--- src/rtl/sync_fill_pkg.sv ---
package sync_fill_pkg;
    localparam int          WORD_W  = 16;
    localparam int          SEEN_W  = 5;
    localparam logic [7:0]  SYNC_HI = 8'h2D;

    typedef struct packed {
        logic [WORD_W-1:0] hist;
        logic [SEEN_W-1:0] seen;
        logic              locked;
    } hunt_t;
endpackage

--- src/rtl/sync_hunt.sv ---
module sync_hunt
    import sync_fill_pkg::*;
(
    input  logic       clk,
    input  logic       rst_n,
    input  logic       arm,
    input  logic       bit_in,
    input  logic       bit_vld,
    input  logic       two_byte,
    input  logic       always_fill,
    input  logic [7:0] sync_lo,
    output logic       store,
    output logic       locked
);
    localparam logic [SEEN_W-1:0] SEEN_MAX = SEEN_W'(WORD_W);
    localparam logic [SEEN_W-1:0] NEED_ONE = SEEN_W'(8);

    hunt_t h_d, h_q;
    logic [WORD_W-1:0] hist_n;
    logic [SEEN_W-1:0] seen_n;
    logic              match;

    always_comb begin
        h_d    = h_q;
        store  = 1'b0;
        hist_n = {h_q.hist[WORD_W-2:0], bit_in};
        seen_n = (h_q.seen == SEEN_MAX) ? h_q.seen : h_q.seen + 1'b1;
        match  = two_byte ? ((hist_n == {SYNC_HI, sync_lo}) && (seen_n == SEEN_MAX))
                          : ((hist_n[7:0] == sync_lo) && (seen_n >= NEED_ONE));
        if (!arm) begin
            h_d = '0;
        end else if (bit_vld) begin
            if (always_fill || h_q.locked) begin
                store = 1'b1;
            end else begin
                h_d.hist = hist_n;
                h_d.seen = seen_n;
                if (match) h_d.locked = 1'b1;
            end
        end
    end

    always_ff @(posedge clk or negedge rst_n) begin
        if (!rst_n) h_q <= '0;
        else        h_q <= h_d;
    end

    assign locked = h_q.locked;

    p_stay_locked_r4: assert property (@(posedge clk) disable iff (!rst_n)
        (locked && arm) |=> locked);
    p_rearm_clear_r6: assert property (@(posedge clk) disable iff (!rst_n)
        !arm |=> (!locked && h_q.seen == '0));
    p_idle_hunt_r11: assert property (@(posedge clk) disable iff (!rst_n)
        (arm && !bit_vld) |=> $stable(h_q));
endmodule

--- src/rtl/bit_fifo.sv ---
module bit_fifo #(
    parameter int DEPTH = 16,
    localparam int CW = $clog2(DEPTH + 1),
    localparam int IW = $clog2(DEPTH)
) (
    input  logic          clk,
    input  logic          rst_n,
    input  logic          clr,
    input  logic          push,
    input  logic          push_bit,
    input  logic          pop_req,
    output logic [CW-1:0] cnt,
    output logic [7:0]    head,
    output logic          ovf
);
    localparam logic [CW-1:0] BYTE_C  = CW'(8);
    localparam logic [CW-1:0] DEPTH_C = CW'(DEPTH);

    typedef struct packed {
        logic [DEPTH-1:0] mem;
        logic [CW-1:0]    cnt;
        logic             ovf;
    } fifo_t;

    fifo_t f_d, f_q;
    logic  do_pop;

    always_comb begin
        f_d    = f_q;
        do_pop = pop_req && (f_q.cnt >= BYTE_C);
        if (clr) begin
            f_d = '0;
        end else begin
            if (do_pop) begin
                f_d.mem = f_q.mem >> 8;
                f_d.cnt = f_q.cnt - BYTE_C;
            end
            if (push) begin
                if (f_d.cnt < DEPTH_C) begin
                    f_d.mem[f_d.cnt[IW-1:0]] = push_bit;
                    f_d.cnt = f_d.cnt + 1'b1;
                end else begin
                    f_d.ovf = 1'b1;
                end
            end
        end
    end

    always_ff @(posedge clk or negedge rst_n) begin
        if (!rst_n) f_q <= '0;
        else        f_q <= f_d;
    end

    for (genvar i = 0; i < 8; i++) begin : g_head
        assign head[7-i] = f_q.mem[i];
    end
    assign cnt = f_q.cnt;
    assign ovf = f_q.ovf;

    p_cnt_bound_r7: assert property (@(posedge clk) disable iff (!rst_n)
        cnt <= DEPTH_C);
    p_ovf_keep_r10: assert property (@(posedge clk) disable iff (!rst_n)
        (push && !pop_req && !clr && cnt == DEPTH_C) |=> (ovf && $stable(f_q.mem) && cnt == DEPTH_C));
    p_pop_byte_r8: assert property (@(posedge clk) disable iff (!rst_n)
        (pop_req && !push && !clr && cnt >= BYTE_C) |=> (cnt == $past(cnt) - BYTE_C));
    p_short_read_r8: assert property (@(posedge clk) disable iff (!rst_n)
        (pop_req && !push && !clr && cnt < BYTE_C) |=> $stable(cnt));
    p_clear_r6: assert property (@(posedge clk) disable iff (!rst_n)
        clr |=> (cnt == '0 && !ovf));
    p_idle_fifo_r11: assert property (@(posedge clk) disable iff (!rst_n)
        (!push && !pop_req && !clr) |=> ($stable(cnt) && $stable(f_q.mem)));
endmodule

--- src/rtl/sync_fill_rx.sv ---
module sync_fill_rx #(
    parameter int DEPTH = 16,
    localparam int CW = $clog2(DEPTH + 1)
) (
    input  logic          clk,
    input  logic          rst_n,
    input  logic          bit_in,
    input  logic          bit_vld,
    input  logic          fill_en,
    input  logic          two_byte,
    input  logic          always_fill,
    input  logic [7:0]    sync_lo,
    input  logic [CW-1:0] lvl_thresh,
    input  logic          rd_req,
    output logic [7:0]    rd_data,
    output logic [CW-1:0] fill_cnt,
    output logic          lvl_irq,
    output logic          ovf,
    output logic          synced
);
    logic store;

    sync_hunt u_hunt (
        .clk         (clk),
        .rst_n       (rst_n),
        .arm         (fill_en),
        .bit_in      (bit_in),
        .bit_vld     (bit_vld),
        .two_byte    (two_byte),
        .always_fill (always_fill),
        .sync_lo     (sync_lo),
        .store       (store),
        .locked      (synced)
    );

    bit_fifo #(.DEPTH(DEPTH)) u_fifo (
        .clk      (clk),
        .rst_n    (rst_n),
        .clr      (!fill_en),
        .push     (store),
        .push_bit (bit_in),
        .pop_req  (rd_req),
        .cnt      (fill_cnt),
        .head     (rd_data),
        .ovf      (ovf)
    );

    assign lvl_irq = (fill_cnt >= lvl_thresh);

    p_hold_unlocked_r3: assert property (@(posedge clk) disable iff (!rst_n)
        (fill_en && !always_fill && !synced && !rd_req) |=> (fill_cnt == $past(fill_cnt)));
    p_bypass_store_r5: assert property (@(posedge clk) disable iff (!rst_n)
        (fill_en && always_fill && bit_vld && !rd_req && fill_cnt == '0) |=> (fill_cnt == CW'(1)));
endmodule

--- config.mk ---
export PLATFORM = sky130hd
export DESIGN_NAME = sync_fill_rx
export DESIGN_NICKNAME = d
export VERILOG_FILES = /design/src/rtl/sync_fill_pkg.sv /design/src/rtl/sync_hunt.sv /design/src/rtl/bit_fifo.sv /design/src/rtl/sync_fill_rx.sv
export SDC_FILE = /design/constraint.sdc
export NUM_CORES = 1
export LEC_CHECK = 0
export BUFFER_PORTS_ARGS = -buffer_cell sky130_fd_sc_hd__buf_4
export CAP_MARGIN = 20
export CELL_PAD_IN_SITES_DETAIL_PLACEMENT = 0
export CELL_PAD_IN_SITES_GLOBAL_PLACEMENT = 1
export CORE_ASPECT_RATIO = 2
export CORE_MARGIN = 2
export CORE_UTILIZATION = 44
export CTS_CLUSTER_DIAMETER = 80
export DETAILED_ROUTE_END_ITERATION = 8
export PLACE_DENSITY_LB_ADDON = 0.08
export SETUP_SLACK_MARGIN = 0.02
export SYNTH_ARGS = -nofsm -noshare
export SYNTH_HDL_FRONTEND = slang
export SYNTH_SLANG_ARGS = --single-unit
--- constraint.sdc ---
create_clock -name clk -period 2.6 [get_ports clk]
set_input_delay 0.78 -clock clk [delete_from_list [all_inputs] [get_ports clk]]
set_output_delay 0.78 -clock clk [all_outputs]
set_load 0.01 [all_outputs]
# == Yosys cells after proc, flatten, opt, wreduce, memory -nomap -nowiden ==
# Cells that the tools add are included.
# classes
n_addsub,3
magnitude_cmp,6
eq_ne,9
n_mux,18
reduce_logical,8
# op_table
op,count
$mux W21,6
$mux W22,2
$bwmux W16,1
$eq A16 B14 Y1,1
$add A5 B1 Y5 const B,2
$eq A5 B5 Y1 const B,2
$ge A5 B4 Y1 const B,2
$eq A8 B8 Y1,1
$mux W1,7
$ne A2 B2 Y1 const B,3
$ge A5 B5 Y1,1
$lt A4 B5 Y1 const B,1
$lt A5 B5 Y1 const B,1
$mux W5,1
$sub A5 B4 Y5 const B,1
$demux W1 S4,1
$ge A4 B1 Y1 const B,1
$logic_and A1 B1 Y1,4
$ne A2 B1 Y1 const B,2
$reduce_and A2 Y1,2
$reduce_and A3 Y1,1
$logic_or A1 B1 Y1,1
# totals
register_bits,43
inputBits,21
out_inout_bits,16
word_cells,50

# == Longest topological paths before layout ==
# Gate-level depths: netlist of the first run.
# logic_depth
depth_word,12
ltp_mapped,8
depth_no_buf,7

# == Hierarchy ==
# Synthesis of the first run repeated with hierarchy kept, for this count alone.
# unflattened
cells_unflattened,285
area_unflattened_um2,2617.5
# modules_own_cells
module,instances,cells_per_inst,area_per_inst_um2,seq_area_each_um2
bit_fifo,1,146,1346.3,550.5
sync_hunt,1,122,1152.4,525.5
sync_fill_rx,1,17,118.9,0.0

# == Worst setup path after synthesis of the first run ==
# Ideal clock, no wire load.
# synth_path
kind,input to output
start,input port lvl_thresh[0]
end,output port lvl_irq
arrival_ps,1585
required_time_ps,1820
slack_ps,235
stages,6
n_path_buf,0
path_cell_list,ha_1 nand2b_1 a21oi_1 nor2b_1 o21ai_0 a21oi_1
# synth_via
elab_chain_len,1
# synth_rtl
element,line_no,rtl
"start, declared",sync_fill_rx.sv:13,"input logic [CW-1:0] lvl_thresh,"
$ge A5 B5 Y1,sync_fill_rx.sv:48,assign lvl_irq = (fill_cnt >= lvl_thresh);
"end, declared",sync_fill_rx.sv:17,"output logic lvl_irq,"
# No other way between the ends.

# == Worst setup path in the final report of the first run ==
# Ends and elaborated chain as after synthesis.

==> flow_summary.toml, run 1 <==
[run_status]
status = "finished, violations left"
violations = "design-rule violations"

[sta]
fin_worst_skew_ps = 5.96
timing.hold.ws_ps = 468
tightest_slew_ps = 547
period_minus_slack_ps = 2490
fmax_ghz = 0.402
rsz0062_at_grt = "yes"
finalCritPeriodShare = 0.957
slew_violations = 0
final_hold_viol_count = 0
finalSetupViolCount = 0
relSlewSlack = 0.635

[synth]
synthFlopType = "dfrtp_1"
syn_area_um2 = 2640
synth-edff-count = 0
synth_cell_types = 44
synth.ff_latch_count = 43
yosysWarnings = 0
ys_seq_area_frac = 0.408
synthCells = 279
synth-async-reset-ratio = 1.00
synth.net_count = 312
syn_avg_cell_area_um2 = 9.45

[detailed_routing]
drtIter0Drc = 46
totalWireLength_mm = 5.76
post_drt_wl_per_cell_um = 15.9
first_pass_iters = 6
drc = 3
viasPerCell = 5.43
ant_nets = 0
vias = 1964

[floorplan]
start_util = 0.458
core-area_um2 = 5760
dieArea_um2 = 6670
die_height_um = 113
top_level_ports = 37
rows = 39
die_w_um = 58.7

[clock_tree]
clkTransAtPathRegs_ps = 60
cts_buffers = 5
worstSkewPairLatency_ps = 290
clockRootBuffer = "clkbuf_16"
cts_tree = "yes"
post-cts-setup-buffers = 0
htreeDepth = 2
clk_path_buf_depth = 2
cts_num_sinks = 43

[global_routing]
overflow = 0
first_global_vias = 2070
antenna_found_initial = 0
grt_max_degree = 45
grt_usage = 0.194
grt_pass1_wl_mm = 9.83

[final_layout]
drive_gt1_frac = 0.213
final_cells = 362
fin_util = 0.532
num_antenna_cells = 0
fin_nets = 334
fill_cells = 568
area_growth_pct = 16.1

[placement]
place_inst = 355
io_buffers = 36
dp_hpwl_mm = 4.13
gp_congestion = 0.796

[power]
power.total_mw = 1.67
power_density_nw_per_um2 = 546
ir_worst_vdd_mv = 0.524
p_leak_nw = 1.47

[critical_path]
worstSetupPathType = "in -> out"
crit_path_end_kind = "output pin"
start_kind = "input port"
cp.arrival_ps = 1710
cp.required_ps = 1820
crit_fanout = 1

[min_path]
min_path_type = "in -> async"

[flow_run]
maxCapViolCount = 0
[timing repair]
| item | in CTS | in global routing |
|---|---|---|
| pin swaps | 3 | 4 |
| gates resized for setup | 5 | 2 |
| endpoints found under the setup margin | 1 | 1 |
| hold buffers | 0 | 0 |
[layout by cell type, fill, tap and decap left out, types with 2 or more instances in the layout]
| master | Yosys | routed |
|---|---|---|
| o21ai_0 | 6 | 5 |
| nor2b_1 | 4 | 4 |
| buf_4 | 13 | 41 |
| mux2_2 | 4 | 4 |
| or4_1 | 4 | 4 |
| a21boi_0 | 18 | 18 |
| nand4_1 | 4 | 4 |
| clkbuf_16 | 0 | 5 |
| nand3_1 | 7 | 7 |
| and2_1 | 5 | 5 |
| nor2_1 | 4 | 4 |
| a21oi_1 | 4 | 3 |
| nand2_1 | 59 | 59 |
| nor3_1 | 4 | 4 |
| nor4_1 | 2 | 2 |
| inv_1 | 11 | 10 |
| xnor2_1 | 12 | 12 |
| xor2_1 | 3 | 3 |
| dfrtp_1 | 43 | 42 |
| o31ai_1 | 4 | 4 |
| ha_1 | 12 | 11 |
| nand2b_4 | 1 | 2 |
| mux2i_1 | 17 | 17 |
| and3_1 | 6 | 6 |
| nor3b_2 | 2 | 2 |
[state kept, by name (all words and copies together) (netlist names)]
signal,cells
u_fifo.cnt,5
u_hunt.locked,1
u_fifo.head,8
u_fifo.ovf,1
u_hunt.h_q,20
u_fifo.f_q,8
[power breakdown]
group          internal (mW)  switching, mW
sequential             0.682         0.0163
combinational          0.117          0.149
clock                  0.448          0.260
total                   1.25          0.425
[routing by layer]
metal,track usage,part of all wire,vias up
met5,0,0,-
met4,0.0848,0.023,0
met3,0.0295,0.028,9
met2,0.350,0.56,37
met1,0.216,0.39,937
li1,-,-,981
[cells by family (layout without fill, tap and decap cells)]
logic type                 Yosys count  after routing  share of synthesized area
muxes                               21             21                     0.0816
adders and majority gates           12             12                     0.0569
and+or+nand+nor                    110            110                      0.217
AOI/OAI and AO/OA                   40             40                      0.111
buffers and inverters               38             60                     0.0759
xor gates and xnor gates            15             15                     0.0498
DFF                                 43             43                      0.408
[through the flow]
step                      setup slack [ps]  TNS, ps  cell area [um2]
after global placement               -84.3    -84.3             2870
after detailed placement             -85.9    -85.9             2870
after floorplan                        235        0             2640
final                                  111        0             3060
after global routing                  16.0        0             3060
after CTS                             46.2        0             3060
[worst paths after layout]
kind | from | endpoint | slack [ps] | depth (start not counted)
hold / removal | rst_n | u_fifo.f_q[14] | 470 | 1
hold reg to reg | u_fifo.ovf | u_fifo.ovf | 490 | 1
min in group clk | u_fifo.ovf | u_fifo.ovf | 490 | 1
setup / recovery | lvl_thresh[0] | lvl_irq | 110 | 8
setup reg to reg | u_fifo.cnt[3] | u_fifo.head[1] | 370 | 6
max in group asynchronous | rst_n | u_fifo.cnt[0] | 1710 | 1
[cell usage after synthesis (5+ instances only)]
library cell | n | share of area
inv_1 | 11 | 0.016
xnor2_1 | 12 | 0.040
buf_4 | 13 | 0.037
ha_1 | 12 | 0.057
a21boi_0 | 18 | 0.051
and2_1 | 5 | 0.012
dfrtp_1 | 43 | 0.41
o21ai_0 | 6 | 0.011
nand2_1 | 59 | 0.084
nand3_1 | 7 | 0.013
mux2i_1 | 17 | 0.065
clkbuf_1 | 10 | 0.014
and3_1 | 6 | 0.014
[critical path, cell delays in order]
cell and delay, ps:
buf_6 100, ha_4 200, nand2b_4 130, a21oi_2 120, nor2b_1 50, o21ai_1 110, a21oi_1 70, buf_4 140
[area by class of cell]
type	instances	area [um2]	share of cell area
Timing Repair Buffer	42	319	0.104
Clock inverter	2	37.5	0.0123
Multi-Input combinational cell	198	1390	0.452
Inverter	11	41.3	0.0135
Sequential cell	43	1080	0.352
Tap cell	61	76.3	0.0249
Clock buffer	5	125	0.0409
Note: power is estimated with default switching activity, not from simulation.
==> run 2: changes to the inputs <==
==> constraint.sdc (replaced) <==
create_clock -name clk -period 2.8 [get_ports clk]
set_input_delay 0.84 -clock clk [delete_from_list [all_inputs] [get_ports clk]]
set_output_delay 0.84 -clock clk [all_outputs]
set_load 0.01 [all_outputs]
==> flow_summary.toml, run 2 (same netlist as run 1, synthesis figures left out) <==
[run_status]
status = "finished, violations left"
violations = "design-rule violations"

[final_layout]
top_register = "u_hunt.h_q"
fin_nets = 333
largest_reg_flops = 20
mostFrequentLayoutCells = "59 x nand2_1, 43 x dfrtp_1, 41 x buf_4, 18 x a21boi_0, 17 x mux2i_1"
fin_area_um2 = 3030
num_antenna_cells = 0
final_common_cell = "nand2_1"
fill_cells = 585
area_growth_pct = 14.8
drive_gt1_frac = 0.203

[clock_tree]
clockRootBuffer = "clkbuf_16"
worstSkewPairLatency_ps = 290
cts_num_sinks = 43
cts_tree = "yes"
ctsHoldBuffers = 0
htreeDepth = 2
clk_path_buf_depth = 2
cts_buffers = 5
clkTransAtPathRegs_ps = 60
post-cts-setup-buffers = 0

[min_path]
hold_depth = 1
min_to = "u_fifo.ovf"
min_path_type = "reg -> reg"
hold_start = "u_fifo.ovf"

[critical_path]
worstSetupPathType = "in -> out"
cp.required_ps = 1960
cp_top_family = "compound AO/OA/AOI/OAI gates"
r2r_end = "u_fifo.f_q[18]"
path_common_cell = "buf_4"
reg2reg_depth = 7
crit_path_end_kind = "output pin"
crit_fanout = 1
crit_buf_inv = 2
timing.rr.start = "u_fifo.cnt[3]"
path_cells = "buf_4 -> ha_4 -> nand2b_4 -> a21oi_2 -> nor2b_1 -> o21ai_1 -> a21oi_1 -> buf_4"
cpPeakStageDelay_ps = 230
reg2reg_setup_slack_ps = 470
start_kind = "input port"
cp.arrival_ps = 1830
crit_slowest_cell = "ha_4"

[sta]
final_hold_viol_count = 0
rsz0062_at_grt = "no"
fmax_ghz = 0.375
fin_ws_ps = 130
tightest_slew_ps = 552
finalCritPeriodShare = 0.954
fin_worst_skew_ps = 6.16
relSlewSlack = 0.632
finalSetupViolCount = 0
period_minus_slack_ps = 2670
timing.hold.ws_ps = 493
slew_violations = 0

[global_routing]
use_met2 = 0.333
first_global_vias = 2033
overflow = 0
antenna_found_initial = 0
met3_usage = 0.0329
grt_use_met1 = 0.207
grt_usage = 0.187
grt_pass1_wl_mm = 9.58
grt_max_degree = 45
busiest_layer = "met2"

[floorplan]
die_height_um = 113
top_level_ports = 37
dieArea_um2 = 6670
rows = 39
start_util = 0.458
core-area_um2 = 5760
die_w_um = 58.7

[placement]
io_buffers = 36
dpl_worst_slack_ps = -12.4
dp_hpwl_mm = 4.02
post_dp_cell_area_um2 = 2860
gp_congestion = 0.752

[power]
power_density_nw_per_um2 = 484
ir_worst_vdd_mv = 0.438
p_leak_nw = 1.46

[detailed_routing]
drtIter0Drc = 56
ant_nets = 0
first_pass_iters = 6
post_drt_wl_per_cell_um = 15.8
vias = 1961
viasPerCell = 5.42
drc = 3
totalWireLength_mm = 5.71

[flow_run]
maxCapViolCount = 0
-- run 2: cell types whose count changed in the layout (fill, tap and decap cells not counted), sizes merged --
cell and delta:
clkbuf +1, buf -1, bufinv -1, clkinv +1
-- run 2: worst register-to-register path, delay by kind of cell (launching register included) --
kind	cells	cell delay, ps
AND/OR/NAND/NOR	3	870
AO/OA/AOI/OAI	1	480
flip-flops	1	400
adder cells (fa/ha/maj)	1	220
multiplexers	1	140
buffers and inverters	1	90
-- run 2: per-layer routing --
layer  up-vias  routed length (um)  part of all wire
met5         -                   0                 0
met2        33                3160              0.55
met1       941                2250              0.39
met3         8                 179             0.031
met4         0                 124             0.022
li1        979                   -                 -
-- run 2: worst max-delay path by stage --
stage,slack [ps],depth (start not counted),start,to
after detailed placement,-10,8,lvl_thresh[0],lvl_irq
final,130,8,lvl_thresh[0],lvl_irq
after global placement,-4,8,lvl_thresh[0],lvl_irq
after global routing,30,8,u_fifo.cnt[0],lvl_irq
after floorplan,310,6,lvl_thresh[0],lvl_irq
after CTS,50,8,lvl_thresh[0],lvl_irq
-- run 2: final cells by class --
cell class / instances / area, um2 / area share
multi-input combinational: 198 / 1390 / 0.457
timing repair buffer: 41 / 308 / 0.102
clock inverter: 2 / 12.5 / 0.00413
tap: 61 / 76.3 / 0.0252
sequential: 43 / 1080 / 0.355
clock buffer: 6 / 129 / 0.0426
inverter: 11 / 41.3 / 0.0136
-- run 2: repair_timing --
action	4_1_cts	5_1_grt
pin swaps	0	3
endpoints found under the setup margin	1	1
hold endpoints to repair	0	0
gates resized for setup	2	2
-- run 2: power breakdown --
group,total (mW),switching [mW],internal (mW)
Clock,0.572,0.243,0.329
Sequential,0.647,0.0149,0.632
Combinational,0.247,0.138,0.109
-- run 2: metrics by stage --
step | power (mW) | cells | util | setup TNS, ps
after floorplan | 0.808 | 279 | - | 0
after global placement | 0.899 | 354 | 0.497 | -3.61
after detailed placement | 0.900 | 354 | 0.497 | -12.4
after CTS | 1.48 | 362 | 0.522 | 0
after global routing | 1.54 | 362 | 0.526 | 0
final | 1.47 | 362 | 0.526 | 0
